<file path="config.mk">
export PLATFORM = sky130hd
export DESIGN_NAME = crc16_dual_seed
export DESIGN_NICKNAME = d
export VERILOG_FILES = /design/src/rtl/crc16_pkg.sv /design/src/rtl/crc16_ctrl.sv /design/src/rtl/crc16_dp.sv /design/src/rtl/crc16_dual_seed.sv
export SDC_FILE = /design/constraint.sdc
export NUM_CORES = 1
export LEC_CHECK = 0
export BUFFER_PORTS_ARGS = -buffer_cell sky130_fd_sc_hd__buf_4
export CAP_MARGIN = 20
export CELL_PAD_IN_SITES_DETAIL_PLACEMENT = 0
export CELL_PAD_IN_SITES_GLOBAL_PLACEMENT = 1
export CORE_ASPECT_RATIO = 1.75
export CORE_MARGIN = 5
export CORE_UTILIZATION = 49
export CTS_CLUSTER_DIAMETER = 100
export DETAILED_ROUTE_END_ITERATION = 8
export HOLD_SLACK_MARGIN = 0.1
export PLACE_DENSITY = 0.86
export SYNTH_ARGS = -nofsm -noshare
export SYNTH_HDL_FRONTEND = slang
export SYNTH_SLANG_ARGS = --single-unit
</file>
<file path="constraint.sdc">
create_clock -name clk -period 3.9 [get_ports clk]
set_input_delay 0.585 -clock clk [delete_from_list [all_inputs] [get_ports clk]]
set_output_delay 0.585 -clock clk [all_outputs]
set_load 0.1 [all_outputs]
</file>
<file path="src/rtl/crc16_pkg.sv">
package crc16_pkg;

  localparam int CRC_W = 16;
  localparam int BYTE_W = 8;
  localparam logic [CRC_W-1:0] POLY_REFL_DEFAULT = 16'hA001;

  typedef struct packed {
    logic load;    // reload both accumulators
    logic accum;   // fold byteIn into both accumulators
    logic capLo;   // store received low check byte
    logic cmp;     // compare received check with both accumulators
    logic emitLo;  // present low check byte
    logic emitHi;  // present high check byte
  } crcStrobe_t;

  typedef enum logic [2:0] {
    ST_IDLE,
    ST_DATA,
    ST_RX_LO,
    ST_RX_HI,
    ST_TX_LO,
    ST_TX_HI
  } crcState_t;

  // One byte through the reflected shift register, LSB first.
  function automatic logic [CRC_W-1:0] crcStep(input logic [CRC_W-1:0] crcIn,
                                               input logic [BYTE_W-1:0] dataIn,
                                               input logic [CRC_W-1:0] polyRefl);
    logic [CRC_W-1:0] c;
    logic fb;
    c = crcIn;
    for (int i = 0; i < BYTE_W; i++) begin
      fb = c[0] ^ dataIn[i];
      c = c >> 1;
      if (fb) c = c ^ polyRefl;
    end
    return c;
  endfunction

endpackage

</file>
<file path="src/rtl/crc16_ctrl.sv">
module crc16_ctrl
  import crc16_pkg::*;
(
  input  logic       clk,
  input  logic       rstN,
  input  logic       modeTx,
  input  logic       startPulse,
  input  logic       byteValid,
  input  logic       lastPulse,
  output crcStrobe_t str
);

  crcState_t st, stNext;
  logic modeReg, modeNext;

  always_comb begin
    stNext = st;
    modeNext = modeReg;
    str = '0;
    str.emitLo = (st == ST_TX_LO);
    str.emitHi = (st == ST_TX_HI);
    if (startPulse) begin
      str.load = 1'b1;
      str.accum = byteValid;
      modeNext = modeTx;
      if (byteValid && lastPulse) stNext = modeTx ? ST_TX_LO : ST_RX_LO;
      else stNext = ST_DATA;
    end else begin
      case (st)
        ST_DATA: begin
          if (byteValid) begin
            str.accum = 1'b1;
            if (lastPulse) stNext = modeReg ? ST_TX_LO : ST_RX_LO;
          end
        end
        ST_RX_LO: begin
          if (byteValid) begin
            str.capLo = 1'b1;
            stNext = ST_RX_HI;
          end
        end
        ST_RX_HI: begin
          if (byteValid) begin
            str.cmp = 1'b1;
            stNext = ST_IDLE;
          end
        end
        ST_TX_LO: stNext = ST_TX_HI;
        ST_TX_HI: stNext = ST_IDLE;
        default:  stNext = ST_IDLE;
      endcase
    end
  end

  always_ff @(posedge clk or negedge rstN) begin
    if (!rstN) begin
      st <= ST_IDLE;
      modeReg <= 1'b0;
    end else begin
      st <= stNext;
      modeReg <= modeNext;
    end
  end

  // the low output byte is always followed by the high one unless restarted
  p_lo_then_hi_r1: assert property (@(posedge clk) disable iff (!rstN)
    (st == ST_TX_LO && !startPulse) |=> (st == ST_TX_HI));

  // outside a packet nothing is accumulated or compared
  p_idle_quiet_r7: assert property (@(posedge clk) disable iff (!rstN)
    (st == ST_IDLE && !startPulse) |-> (!str.accum && !str.cmp && !str.capLo));

  // input bytes never reach the accumulators while check bytes are emitted
  p_emit_no_accum_r9: assert property (@(posedge clk) disable iff (!rstN)
    ((st == ST_TX_LO || st == ST_TX_HI) && !startPulse) |-> !str.accum);

endmodule

</file>
<file path="src/rtl/crc16_dp.sv">
module crc16_dp
  import crc16_pkg::*;
#(
  parameter logic [CRC_W-1:0] POLY_REFL = POLY_REFL_DEFAULT
) (
  input  logic              clk,
  input  logic              rstN,
  input  crcStrobe_t        str,
  input  logic [BYTE_W-1:0] byteIn,
  input  logic [CRC_W-1:0]  seedValue,
  input  logic              seedSelZero,
  output logic              crcOutValid,
  output logic [BYTE_W-1:0] crcOutByte,
  output logic              crcOkSeed,
  output logic              crcOkZero,
  output logic              crcFail
);

  localparam int NUM_ACC = 2;           // index 0: programmed seed, 1: zero seed

  logic [CRC_W-1:0] acc [NUM_ACC];
  logic [CRC_W-1:0] loadVal [NUM_ACC];
  logic [BYTE_W-1:0] rxLo;
  logic selZeroReg;
  logic [CRC_W-1:0] rxWord, txWord;

  assign loadVal[0] = seedValue;
  assign loadVal[1] = '0;

  for (genvar k = 0; k < NUM_ACC; k++) begin : g_acc
    logic [CRC_W-1:0] base;
    assign base = str.load ? loadVal[k] : acc[k];
    always_ff @(posedge clk or negedge rstN) begin
      if (!rstN) acc[k] <= '0;
      else if (str.accum) acc[k] <= crcStep(base, byteIn, POLY_REFL);
      else if (str.load) acc[k] <= base;
    end
  end

  assign rxWord = {byteIn, rxLo};

  always_ff @(posedge clk or negedge rstN) begin
    if (!rstN) begin
      rxLo <= '0;
      selZeroReg <= 1'b0;
      crcOkSeed <= 1'b0;
      crcOkZero <= 1'b0;
      crcFail <= 1'b0;
    end else begin
      if (str.load) selZeroReg <= seedSelZero;
      if (str.capLo) rxLo <= byteIn;
      crcOkSeed <= str.cmp && (rxWord == acc[0]);
      crcOkZero <= str.cmp && (rxWord == acc[1]);
      crcFail <= str.cmp && (rxWord != acc[0]) && (rxWord != acc[1]);
    end
  end

  assign txWord = selZeroReg ? acc[1] : acc[0];
  assign crcOutValid = str.emitLo | str.emitHi;
  assign crcOutByte = str.emitHi ? txWord[CRC_W-1:BYTE_W] : txWord[BYTE_W-1:0];

  // a failure never coincides with a match
  p_fail_excl_r4: assert property (@(posedge clk) disable iff (!rstN)
    crcFail |-> (!crcOkSeed && !crcOkZero));

  // status is a single-cycle pulse
  p_status_pulse_r4: assert property (@(posedge clk) disable iff (!rstN)
    (crcOkSeed || crcOkZero || crcFail) |=> !(crcOkSeed || crcOkZero || crcFail));

  // a bare reload leaves the seed and zero in the accumulators
  p_load_seed_r5: assert property (@(posedge clk) disable iff (!rstN)
    (str.load && !str.accum) |=> (acc[1] == '0 && acc[0] == $past(seedValue)));

endmodule

</file>
<file path="src/rtl/crc16_dual_seed.sv">
module crc16_dual_seed
  import crc16_pkg::*;
#(
  parameter logic [CRC_W-1:0] POLY_REFL = POLY_REFL_DEFAULT
) (
  input  logic              clk,
  input  logic              rstN,
  input  logic              modeTx,
  input  logic              startPulse,
  input  logic              byteValid,
  input  logic [BYTE_W-1:0] byteIn,
  input  logic              lastPulse,
  input  logic [CRC_W-1:0]  seedValue,
  input  logic              seedSelZero,
  output logic              crcOutValid,
  output logic [BYTE_W-1:0] crcOutByte,
  output logic              crcOkSeed,
  output logic              crcOkZero,
  output logic              crcFail
);

  crcStrobe_t str;

  crc16_ctrl u_ctrl (
    .clk        (clk),
    .rstN       (rstN),
    .modeTx     (modeTx),
    .startPulse (startPulse),
    .byteValid  (byteValid),
    .lastPulse  (lastPulse),
    .str        (str)
  );

  crc16_dp #(.POLY_REFL(POLY_REFL)) u_dp (
    .clk         (clk),
    .rstN        (rstN),
    .str         (str),
    .byteIn      (byteIn),
    .seedValue   (seedValue),
    .seedSelZero (seedSelZero),
    .crcOutValid (crcOutValid),
    .crcOutByte  (crcOutByte),
    .crcOkSeed   (crcOkSeed),
    .crcOkZero   (crcOkZero),
    .crcFail     (crcFail)
  );

endmodule

</file>
After elaboration in Yosys (flattened, before gate mapping)
Index checks and enable logic that the tools add are counted.

Bits in latches: 0. Memory bits (writable): 0. Bits in registers: 48. Memories kept: 0. Output and inout port bits: 12. Logic and storage cells: 116. Bits in read-only memories: 0.

Reductions and logical operators: 7. Magnitude comparators: 0. Shifts and indexed selects: 0. Multiply operators: 0. Bitwise gates (word level): 33. Divide/modulo/power cells: 0. Add/subtract/negate cells: 0. Equal/unequal tests: 13. Multiplexer cells: 54.

Operators with widths (number): $mux 16 (37); $not 2->3 (16); $eq 16x16->1 (2); $ne 16x16->1 (2); $mux 3 (8); $xor 1x1->1 (16); $ne 3x3->1 const B (4); $pmux 3 s4 (1); $mux 8 (1); $eq 3x2->1 const B (2); $eq 3x3->1 const B (2); $mux 1 (6); $logic_and 1x1->1 (5); $reduce_and 4->1 (1); $eq 3x1->1 const B (1); $mux 2 (1); $reduce_bool 2->1 (1); $or 1x1->1 (1).

Longest topological paths before layout
Gate-level depths: netlist of run 1.

Depth in word-level cells: 26. Gate-level depth with buffers: 10.

By module
Synthesis of run 1 repeated with hierarchy kept, for this count alone.

Cell total of the unflattened synthesis: 320. Area total of the unflattened synthesis: 3469.6 um2.

Modules (own cells, without submodules): crc16_dp (times used 1, area each 3140.5 um2, cells an instance 283, seq. area each 1101.1 um2); crc16_ctrl (times used 1, area each 329.1 um2, cells an instance 37, seq. area each 100.1 um2).

Least setup slack after synthesis of run 1
Ideal clock, no wire load.

Kind: flip-flop to output port. Start point: register u_ctrl.st[1]. End point: output port crcOutByte[6]. Cell stages (with the launch flop): 5. Path slack: -0.015 ns. Data arrival time: 3.330 ns. Buffers on the path: 1. Required time: 3.315 ns. Cells stage by stage: dfrtp_1 -> clkbuf_1 -> nor2b_1 -> nand2_1 -> mux4_2.

Longest elaborated chain between the ends: 2.

Ends and longest elaborated chain: start, declared (RTL line crc16_ctrl.sv:13) `crcState_t st, stNext;`; start signal, assigned (RTL line crc16_ctrl.sv:60) `st <= stNext;`; $eq 3x3->1 (RTL line crc16_ctrl.sv:21) `str.emitHi = (st == ST_TX_HI);`; $mux 8 (RTL line crc16_dp.sv:60) `assign crcOutByte = str.emitHi ? txWord[CRC_W-1:BYTE_W] : txWord[BYTE_W-1:0];`; end, declared (RTL line crc16_dual_seed.sv:16) `output logic [BYTE_W-1:0] crcOutByte,`.

Every way passes these cells.

Worst setup path in the final report of run 1
Ends and elaborated chain as after synthesis.

==> metrics.yaml, run 1 <==
die:
  io_pins: 43
  die_h_um: 120
  start_util_pct: 50.0
  rows: 40
  die_x_um: 73.0
  die-area_mm2: 0.00878
  core-area_mm2: 0.00681
critical_path:
  required_ns: 3.31
  critPathArrivalTime_ns: 2.10
  crit_path_end_kind: "output port"
  crit_path_max_incr_delay_ns: 0.57
  reg2reg_depth: 8
  path_max_fanout: 11
  timing_worst_setup_path_type: "register to output port"
  start_kind: "register"
  r2r_end: "u_dp.acc[9]"
  rrSetupSlack_ns: 1.51
  crit_slowest_cell: "mux4_2"
  crit_path_cell_trace: "nor2b_2 -> nand2_1 -> mux4_2 -> buf_4"
  r2r-start: "u_ctrl.st[0]"
global_route:
  grt_pass1_vias: 2695
  grt_pass1_wl_um: 14400
  track_usage_pct: 21.6
  antenna_found_initial: 0
  grt_max_degree: 49
  gr-total-overflow: 0
clock_network:
  cts_resized: 0
  postCtsSetupBuffers: 0
  clk_latency_ns: 0.29
  cts-buffers-inserted: 5
  clk_path_buf_depth: 2
  htreeDepth: 2
  cts_sinks: 48
  ctsHoldBuffers: 0
  clockRootBuffer: "clkbuf_16"
  path_clk_slew_ns: 0.06
  cts_tree: "built"
timing:
  finalWorstSetupSlack_ns: 1.21
  fmax_mhz: 372
  fin_crit_ns: 2.69
  worst_pin_slew_ns: 0.768
  fin_setup_tns_ns: 0
  final-setup-viol-count: 0
  finalMaxSlewViolations: 0
  rsz0062_at_grt: "no"
  skew_ns: 0.00426
  hold_viol: 0
  final.period_utilization_pct: 68.9
  slew_headroom_pct: 48.8
pwr:
  cellPowerDensity_mw_per_mm2: 577
  finalPower_uw: 2240
  peakVddDrop_mv: 0.440
  p_leak_uw: 0.00179
logic_synthesis:
  yosysSeqAreaShare_pct: 35.3
  ys_ff_latch: 48
  synth_area_mm2: 0.00341
  ys_top_cells_by_area: "dfrtp_1 (35%), xor2_1 (12%), xnor2_1 (6.7%), mux2i_1 (6.5%), mux4_2 (5.3%)"
  yosys_warnings: 0
  synth_cells: 344
  synth.top_cell.area_share_pct: 35.3
  syn_nets: 375
  avgSynthCellArea_um2: 9.90
  yosysUniqueCellTypes: 37
  yosys.area.top_type: "dfrtp_1"
place:
  io_buffers: 42
  pre_cts_ws_ns: 1.10
  hpwlAfterDp_um: 6700
  gp_congestion: 0.955
finish:
  syn2layout_area_growth_pct: 13.9
  num_antenna_cells: 0
  layout.nets: 400
  drive_gt1_share_pct: 20.3
drt:
  drcViolationCount: 0
  routedWlPerCell_um: 19.9
  final_antenna_net_count: 0
  via_per_inst: 5.76
  via_count: 2616
  drtIter0Drc: 153
  first_pass_iters: 4
  wl_um: 9020
flow_run:
  maxCapViolCount: 0
worst_hold_path:
  min_path_type: "input port to async pin"
outcome:
  status: "finished clean"
-- kinds of logic (layout without fill, tap and decap cells) --
| logic type | count (synthesis) | after routing | synth area share (%) |
|---|---|---|---|
| mux | 40 | 40 | 15.1 |
| buf+inv | 30 | 56 | 4.11 |
| xor+xnor | 80 | 80 | 23.4 |
| flops | 48 | 48 | 35.3 |
| simple gates | 92 | 92 | 12.7 |
| compound gates | 54 | 54 | 9.48 |
-- stage by stage --
stage	cells	hold slack (ns)	utilization [%]	cell area (µm²)
after floorplan	344	0.289	-	3410
after global placement	446	0.533	54.8	3730
after detailed placement	446	0.547	54.8	3730
after CTS	454	0.336	57.0	3880
after global routing	454	0.372	57.0	3880
final	454	0.311	57.0	3880
-- layout by cell type, fill, tap and decap left out, drive strengths merged, types with 7 or more instances in the layout --
cell,count
nand3,7
buf,46
nor2b,7
and3,8
clkbuf,8
xor2,48
a21oi,23
mux2i,22
nand2,42
o21ai,15
xnor2,27
nor4,8
mux2,10
nor2,13
mux4,8
dfrtp,48
-- sequential cells by signal, summed over array words and instances (netlist names) --
register / cells
u_ctrl.modeReg: 1
u_ctrl.st: 3
u_dp.acc: 32
u_dp.crcFail: 1
u_dp.crcOkSeed: 1
u_dp.crcOkZero: 1
u_dp.rxLo: 8
u_dp.selZeroReg: 1
-- critical path: cells and delay by family, from the launching register on --
| family | cells | cell delay (ns) |
|---|---|---|
| buf+inv | 1 | 0.25 |
| flops | 1 | 0.54 |
| mux | 1 | 0.57 |
| simple gates | 2 | 0.44 |
-- cell usage after synthesis (all sizes together) --
cell type,n
inv,2
xor2,48
buf,13
o22ai,3
o221ai,6
nand4,3
nand3,7
nor2b,7
nand4b,1
xnor2,27
nor2,13
clkbuf,15
and3b,1
nor3,2
xor3,1
mux2i,22
xnor3,4
mux4,8
mux2,10
and3,8
o2bb2ai,3
o32a,1
a2bb2oi,2
o21a,1
nor4,8
a21oi,23
dfrtp,48
o21ai,15
nand2,42
-- area by class of cell --
type                    count  area [µm²]
flip-flops and latches     48        1200
multi-input cells         266        2070
well taps                  84         105
fillers                   663        2930
inverters                   2        7.51
clock buffers               8         146
repair buffers             46         345
-- report_power, final --
group          switching (µW)  internal, µW  total [µW]
sequential                175           614         789
clock                     182           256         438
combinational             584           428        1010
-- worst max-delay path by stage --
stage                 startpoint  slack, ns             to  depth (start not counted)
floorplan           u_ctrl.st[1]       0.70  crcOutByte[6]                          4
global placement      startPulse       1.17   u_dp.acc[16]                          8
detailed placement    startPulse       1.10   u_dp.acc[16]                          8
CTS                 u_ctrl.st[1]       1.19  crcOutByte[6]                          4
global route        u_ctrl.st[1]       1.10  crcOutByte[6]                          4
finish              u_ctrl.st[1]       1.21  crcOutByte[6]                          4
-- metal layers --
layer / wire length [µm] / track usage [%] / up-vias
met5: 0 / 0 / -
met4: 337 / 10.5 / 0
met3: 327 / 2.91 / 21
met2: 5040 / 37.1 / 60
met1: 3310 / 25.9 / 1299
li1: - / - / 1236
Power figures use the tool's default switching activity.
==> run 2, diff against run 1 <==
Settings changed: ABC_AREA set to 1, CORE_UTILIZATION 49 to 38, PLACE_DENSITY 0.86 to 0.77.
Clock period 3.9 ns to 2.15 ns, I/O delays scaled along.
==> run 2 against run 1 <==
Effect of this change:
- non-clock buffer count grew 26
- synthesized area fell by 0.81%
- design area rose by 8.4%
- flip-flop and latch count did not move
- first-iteration DRC count is 43% higher
- core utilization decreased by 8.5 points
- worst setup slack worse by 1.1 ns
- register-to-register slack got worse by 1.2 ns
- clock skew about the same
- via count is 25% higher
- largest power group unchanged
==> metrics.yaml, run 2 <==
outcome:
  status: "finished clean"
global_route:
  antenna_found_initial: 0  # unchanged
  grt_pass1_wl_um: 16100  # +12%
  grt_pass1_vias: 3360  # +25%
  grt_max_degree: 49  # unchanged
  track_usage_pct: 19.4  # -2.2 points
  gr-total-overflow: 0  # unchanged
clock_network:
  clockRootBuffer: "clkbuf_16"
  cts_tree: "built"
  clk_path_buf_depth: 2  # unchanged
  path_clk_slew_ns: 0.07  # about the same
  clk_latency_ns: 0.29  # about the same
  htreeDepth: 2  # unchanged
  cts_sinks: 48  # unchanged
  cts-buffers-inserted: 5  # unchanged
die:
  core-area_mm2: 0.00867  # +27%
  start_util_pct: 39.0  # -11 points
  die_x_um: 81.3  # +11%
  die_h_um: 135  # +12%
  rows: 45  # +13%
  die-area_mm2: 0.0110  # +25%
  io_pins: 43  # unchanged
timing:
  hold_viol: 0  # unchanged
  finalMaxSlewViolations: 0  # unchanged
  rsz0062_at_grt: "no"
  slew_headroom_pct: 56.4  # +7.6 points
  fin_crit_ns: 2.03
  skew_ns: 0.00417  # -0.0000942 ns
  finalWorstSetupSlack_ns: 0.116  # -1.10 ns
  fmax_mhz: 492
  final.period_utilization_pct: 94.6
  worst_pin_slew_ns: 0.654  # -0.114 ns
  final-setup-viol-count: 0  # unchanged
place:
  io_buffers: 42  # unchanged
  gp_congestion: 0.894  # -6.4%
  pre_cts_ws_ns: 0.0770  # -1.02 ns
  hpwlAfterDp_um: 7740  # +15%
finish:
  layout.nets: 573  # +43%
  seq_area_mm2: 0.00120  # unchanged
  regMostFlops: "u_dp.acc"
  fillers: 935  # +41%
  multi_input_area_mm2: 0.00188  # -9.2%
  utilization_pct: 48.5  # -8.5 points
  final_cell_mix: "nand2_1 (157), buf_4 (60), inv_1 (50), dfrtp_1 (48), o21ai_0 (40)"
  reg_top3: "u_dp.acc (32), u_dp.rxLo (8), u_ctrl.st (3)"
  largest_reg_flops: 32  # unchanged
  layout_commonest_cell: "nand2_1"
  drive_gt1_share_pct: 18.8  # -1.5 points
  num_antenna_cells: 0  # unchanged
  syn2layout_area_growth_pct: 24.4
logic_synthesis:
  yosysMostFrequentCell: "nand2_1"
  ys_top_cells_by_area: "dfrtp_1 (36%), nand2_1 (17%), xor2_1 (8.8%), o21ai_0 (7.1%), inv_1 (5.7%)"
  syn_nets: 512  # +37%
  synth_edf_count: 0  # unchanged
  yosys_warnings: 0  # unchanged
  yosysSeqAreaShare_pct: 35.6  # +0.29 points
  ys_ff_latch: 48  # unchanged
  synth_cells: 481  # +40%
  async_flop_share_pct: 100  # unchanged
  yosysUniqueCellTypes: 35  # -5.4%
  synth.top_cell.area_share_pct: 35.6  # +0.29 points
  avgSynthCellArea_um2: 7.02  # -29%
  yosys.area.top_type: "dfrtp_1"
  synth_area_mm2: 0.00338  # -0.81%
  ys_top_cells_by_count: "nand2_1 (157), inv_1 (51), dfrtp_1 (48), o21ai_0 (48), xor2_1 (34)"
  synthFlopType: "dfrtp_1"
drt:
  via_count: 3283  # +25%
  routedWlPerCell_um: 15.5  # -22%
  via_per_inst: 4.97  # -14%
  drcViolationCount: 0  # unchanged
  final_antenna_net_count: 0  # unchanged
  drtIter0Drc: 219  # +43%
  wl_um: 10200  # +14%
  first_pass_iters: 4  # unchanged
critical_path:
  crit_slowest_cell: "dfrtp_1"
  crit_path_cell_trace: "inv_1 -> nor2_2 -> inv_2 -> nor2_4 -> clkbuf_4 -> buf_4 -> o21ai_1 -> buf_6"
  critPathArrivalTime_ns: 1.71  # -0.39 ns
  crit_path_max_incr_delay_ns: 0.40  # -0.17 ns
  path_max_fanout: 7  # -4
  required_ns: 1.83  # -1.48 ns
  timing_worst_setup_path_type: "register to output port"
  start_kind: "register"
  crit_path_end_kind: "output port"
flow_run:
  maxCapViolCount: 0  # unchanged
worst_hold_path:
  min_path_type: "input port to register"
pwr:
  p_leak_uw: 0.00212  # +18%
  finalPower_uw: 4050  # +81%
  peakVddDrop_mv: 0.343  # -22%
  cellPowerDensity_mw_per_mm2: 963  # +67%
## run 2: cell count changes after synthesis, sizes merged, moves of 18 or more
| cell | delta |
|---|---|
| mux2i | -21 |
| o21ai | +34 |
| a21oi | -19 |
| xnor2 | -18 |
| inv | +53 |
| nand2 | +120 |
| nand3 | +25 |
## run 2: final timing paths
path | end | startpoint | slack [ns] | cells past startpoint
hold / removal | u_dp.selZeroReg | seedSelZero | 0.24 | 3
setup reg to reg | u_dp.acc[16] | u_dp.acc[16] | 0.32 | 16
min in group asynchronous | u_dp.rxLo[5] | rstN | 0.60 | 2
hold reg to reg | u_dp.rxLo[5] | u_dp.rxLo[5] | 0.52 | 2
setup / recovery | crcOutByte[7] | u_ctrl.st[0] | 0.12 | 8
max in group asynchronous | u_dp.acc[22] | rstN | 1.11 | 2
## run 2: area by class of cell
class	count	area share, %
Clock buffer	6	3.30
Sequential cell	48	28.6
Multi-Input combinational cell	356	44.8
Timing Repair Buffer	72	14.2
Tap cell	117	3.48
Inverter	59	5.27
Clock inverter	2	0.357
## run 2: metrics by stage
| stage | instance area, µm² | std cells | hold WS [ns] | TNS, ns |
|---|---|---|---|---|
| after floorplan | 3380 | 481 | 0.0269 | -3.28 |
| after global placement | 3980 | 649 | 0.395 | 0 |
| after detailed placement | 3980 | 649 | 0.398 | 0 |
| after CTS | 4150 | 658 | 0.240 | 0 |
| after global routing | 4200 | 660 | 0.259 | 0 |
| final | 4200 | 660 | 0.238 | 0 |
## run 2: what timing repair did
action                                 4_1_cts  5_1_grt
setup endpoints to repair                    1        8
hold buffers                                 1        0
endpoints found under the hold margin       48        0
resized for setup                            1       12
gates cloned                                 0        1
buffers inserted                             0        1
## run 2: logic make-up after synthesis
family	synth area share (%)
muxes	0.296
and+or+nand+nor	29.0
xor gates and xnor gates	13.1
DFF	35.6
AOI/OAI and AO/OA	13.1
buffers and inverters	9.04
## run 2: critical path, delay by kind of cell, from the launching register on
kind | cells | cell delay, ns
and+or+nand+nor | 2 | 0.09
buffers and inverters | 5 | 0.76
DFF | 1 | 0.40
AOI/OAI and AO/OA | 1 | 0.16
## run 2: power by group
group	switching (µW)	leakage [µW]	total, µW	internal (µW)
clock network	358	0.0000691	821	463
logic	1220	0.00144	1880	663
registers	224	0.000612	1340	1120
total	1800	0.00212	4050	2240
## run 2: routing by layer
metal  GRT usage [%]  wire length [µm]  vias to the layer above
met2            35.6              5620                       59
met5               0                 0                        -
li1                -                 -                     1662
met3            2.20               338                       19
met1            21.6              3960                     1543
met4            9.12               323                        0
==> run 3, diff against run 2 <==
Settings changed: ABC_AREA 1 to not set, CORE_UTILIZATION 38 to 41, PLACE_DENSITY 0.77 to 0.76.
==> run 3 against run 2 <==
Effect of this change:
- clock skew barely moved
- cell count decreased by 25%
- critical path depth down 1
- flip-flop and latch count is the same
- routed wire length decreased by 1.4%
- register-to-register slack got worse by 0.30 ns
- sequential power rose by 5%
- global-route usage increased by 1.0 points
- first-iteration DRC count fell by 33%
- largest cell class unchanged
==> metrics.yaml, run 3 (synthesis results as in run 1) <==
timing:
  slew_headroom_pct: 56.6  # +0.24 points
  rsz0062_at_grt: "yes"
  final.period_utilization_pct: 99.2  # +4.6 points
  worst_pin_slew_ns: 0.651  # -0.00366 ns
  finalMaxSlewViolations: 0  # unchanged
  fin_crit_ns: 2.13  # +0.0996 ns
  hold_viol: 0  # unchanged
  fin_setup_tns_ns: 0  # unchanged
  fmax_mhz: 469  # -4.7%
  final-setup-viol-count: 0  # unchanged
  skew_ns: 0.00368  # -0.000488 ns
pwr:
  p_leak_uw: 0.00197  # -7.3%
  pwr-share-seq_pct: 32.7  # -0.4 points
  p_int_uw: 2480  # +11%
  switching_share_pct: 42.5  # -2.1 points
  peakVddDrop_mv: 0.454  # +32%
  comb_power_share_pct: 49.3  # +2.7 points
  power_switching_uw: 1830  # +1.6%
  cellPowerDensity_mw_per_mm2: 1020  # +6.2%
  power_frac_clock_pct: 18.0  # -2.3 points
critical_path:
  crit_path_max_incr_delay_ns: 0.43  # +0.03 ns
  start_kind: "register"
  critPathArrivalTime_ns: 2.36  # +0.65 ns
  crit_path_end_kind: "register"
  crit_path_cell_trace: "mux2i_1 -> xnor2_1 -> xor3_1 -> xnor3_2 -> xor2_2 -> xor2_1 -> mux2i_1"
  timing_worst_setup_path_type: "register to register"
  path_common_cell: "mux2i_1"
  path_max_fanout: 3  # -4
  crit_slowest_cell: "dfrtp_1"
  required_ns: 2.37  # +0.54 ns
finish:
  drive_gt1_share_pct: 30.2  # +11 points
  syn2layout_area_growth_pct: 24.0
  final_cell_mix: "buf_4 (78), xor2_1 (45), dfrtp_1 (43), nand2_1 (41), xnor2_1 (25)"
  largest_reg_flops: 32  # unchanged
  utilization_pct: 51.5  # +3.0 points
  layout_commonest_cell: "buf_4"
  num_antenna_cells: 0  # unchanged
  regMostFlops: "u_dp.acc"
  reg_top3: "u_dp.acc (32), u_dp.rxLo (8), u_ctrl.st (3)"
  layout.nets: 435  # -24%
die:
  die-area_mm2: 0.0103  # -5.9%
  io_pins: 43  # unchanged
  start_util_pct: 41.5  # +2.6 points
  rows: 44  # -2.2%
  die_x_um: 78.9  # -2.9%
  die_h_um: 131  # -3.1%
  core-area_mm2: 0.00820  # -5.4%
global_route:
  grt_pass1_wl_um: 15800  # -2.3%
  track_usage_pct: 20.5  # +1.0 points
  gr-total-overflow: 0  # unchanged
  grt_max_degree: 49  # unchanged
  antenna_found_initial: 0  # unchanged
  grt_pass1_vias: 2972  # -12%
drt:
  drcViolationCount: 0  # unchanged
  via_count: 2793  # -15%
  routedWlPerCell_um: 20.3  # +31%
  via_per_inst: 5.63  # +13%
  drtIter0Drc: 147  # -33%
  final_antenna_net_count: 0  # unchanged
  first_pass_iters: 4  # unchanged
  wl_um: 10100  # -1.4%
clock_network:
  cts_tree: "built"
  clockRootBuffer: "clkbuf_16"
  cts-buffers-inserted: 5  # unchanged
  cts_sinks: 48  # unchanged
  clk_path_buf_depth: 2  # unchanged
  clk_latency_ns: 0.30  # about the same
  path_clk_slew_ns: 0.07  # about the same
  htreeDepth: 2  # unchanged
place:
  hpwlAfterDp_um: 7590  # -1.8%
  io_buffers: 42  # unchanged
  gp_congestion: 0.875  # -2.2%
flow_run:
  maxCapViolCount: 0  # unchanged
outcome:
  status: "finished clean"
worst_hold_path:
  min_path_type: "input port to register"
-- run 3: cell types whose count changed in the layout (fill, tap and decap cells not counted), moves of 9 or more --
cell	previous run	this run
buf_4	60	78
xnor2_1	9	25
nand2_1	157	41
o21ai_0	40	5
mux2_2	0	9
xor2_1	34	45
inv_1	50	1
nand3_1	29	7
a21oi_1	4	23
mux2i_1	1	20
-- run 3: per-layer routing --
layer / global-route usage, % / up-vias / routed length [µm]
met2: 37.9 / 82 / 5480
li1: - / 1313 / -
met3: 2.74 / 35 / 333
met5: 0 / - / 0
met4: 13.8 / 0 / 554
met1: 21.2 / 1363 / 3730
-- run 3: what timing repair did --
item / 4_1_cts / 5_1_grt
pin swaps: 0 / 3
setup endpoints to repair: 6 / 5
hold buffers: 1 / 0
buffers inserted: 0 / 3
gates resized for setup: 2 / 13
endpoints found under the hold margin: 48 / 0
-- run 3: final cells by class --
cell class | instances | area, µm²
inverters | 2 | 7.51
flip-flops and latches | 48 | 1210
well taps | 92 | 115
repair buffers | 81 | 631
fillers | 754 | 3980
clock inverters | 1 | 5.00
multi-input cells | 266 | 2130
clock buffers | 6 | 129
-- run 3: final timing paths --
kind                                      from  cells after the start  slack, ns         endpoint
worst min register to register  u_ctrl.modeReg                      2       0.54   u_ctrl.modeReg
min in group asynchronous                 rstN                      2       0.59     u_dp.rxLo[7]
worst max register to register    u_dp.acc[16]                      7       0.02     u_dp.acc[16]
worst min-delay path               seedSelZero                      2       0.24  u_dp.selZeroReg
worst max-delay path              u_dp.acc[16]                      7       0.02     u_dp.acc[16]
max in group asynchronous                 rstN                      2       1.07      u_dp.acc[3]
-- run 3: stage by stage --
step / hold slack [ns] / cell area (µm²) / power (µW) / cells / worst slack [ns]
floorplan: 0.0269 / 3430 / 2830 / 344 / -0.137
global placement: 0.391 / 4000 / 3390 / 485 / -0.0263
detailed placement: 0.398 / 4000 / 3450 / 485 / -0.128
CTS: 0.240 / 4150 / 4230 / 493 / 0.00429
global route: 0.250 / 4220 / 4530 / 496 / -0.0476
finish: 0.241 / 4220 / 4320 / 496 / 0.0168
-- run 3: worst max-delay path: cells and delay by family (launching register included) --
| family | cells | cell delay, ns |
|---|---|---|
| flops | 1 | 0.43 |
| xor+xnor | 5 | 1.26 |
| mux | 2 | 0.37 |
-- run 3: power by group through the flow --
| stage | clock network (µW) | registers [µW] | logic, µW |
|---|---|---|---|
| 4_1_cts | 785 | 1410 | 2040 |
| 5_1_grt | 821 | 1440 | 2270 |
| 6_report | 777 | 1410 | 2130 |
| 2_1_floorplan | 0 | 1320 | 1520 |
| 3_5_place_dp | 0 | 1420 | 2020 |
| 3_3_place_gp | 0 | 1410 | 1980 |
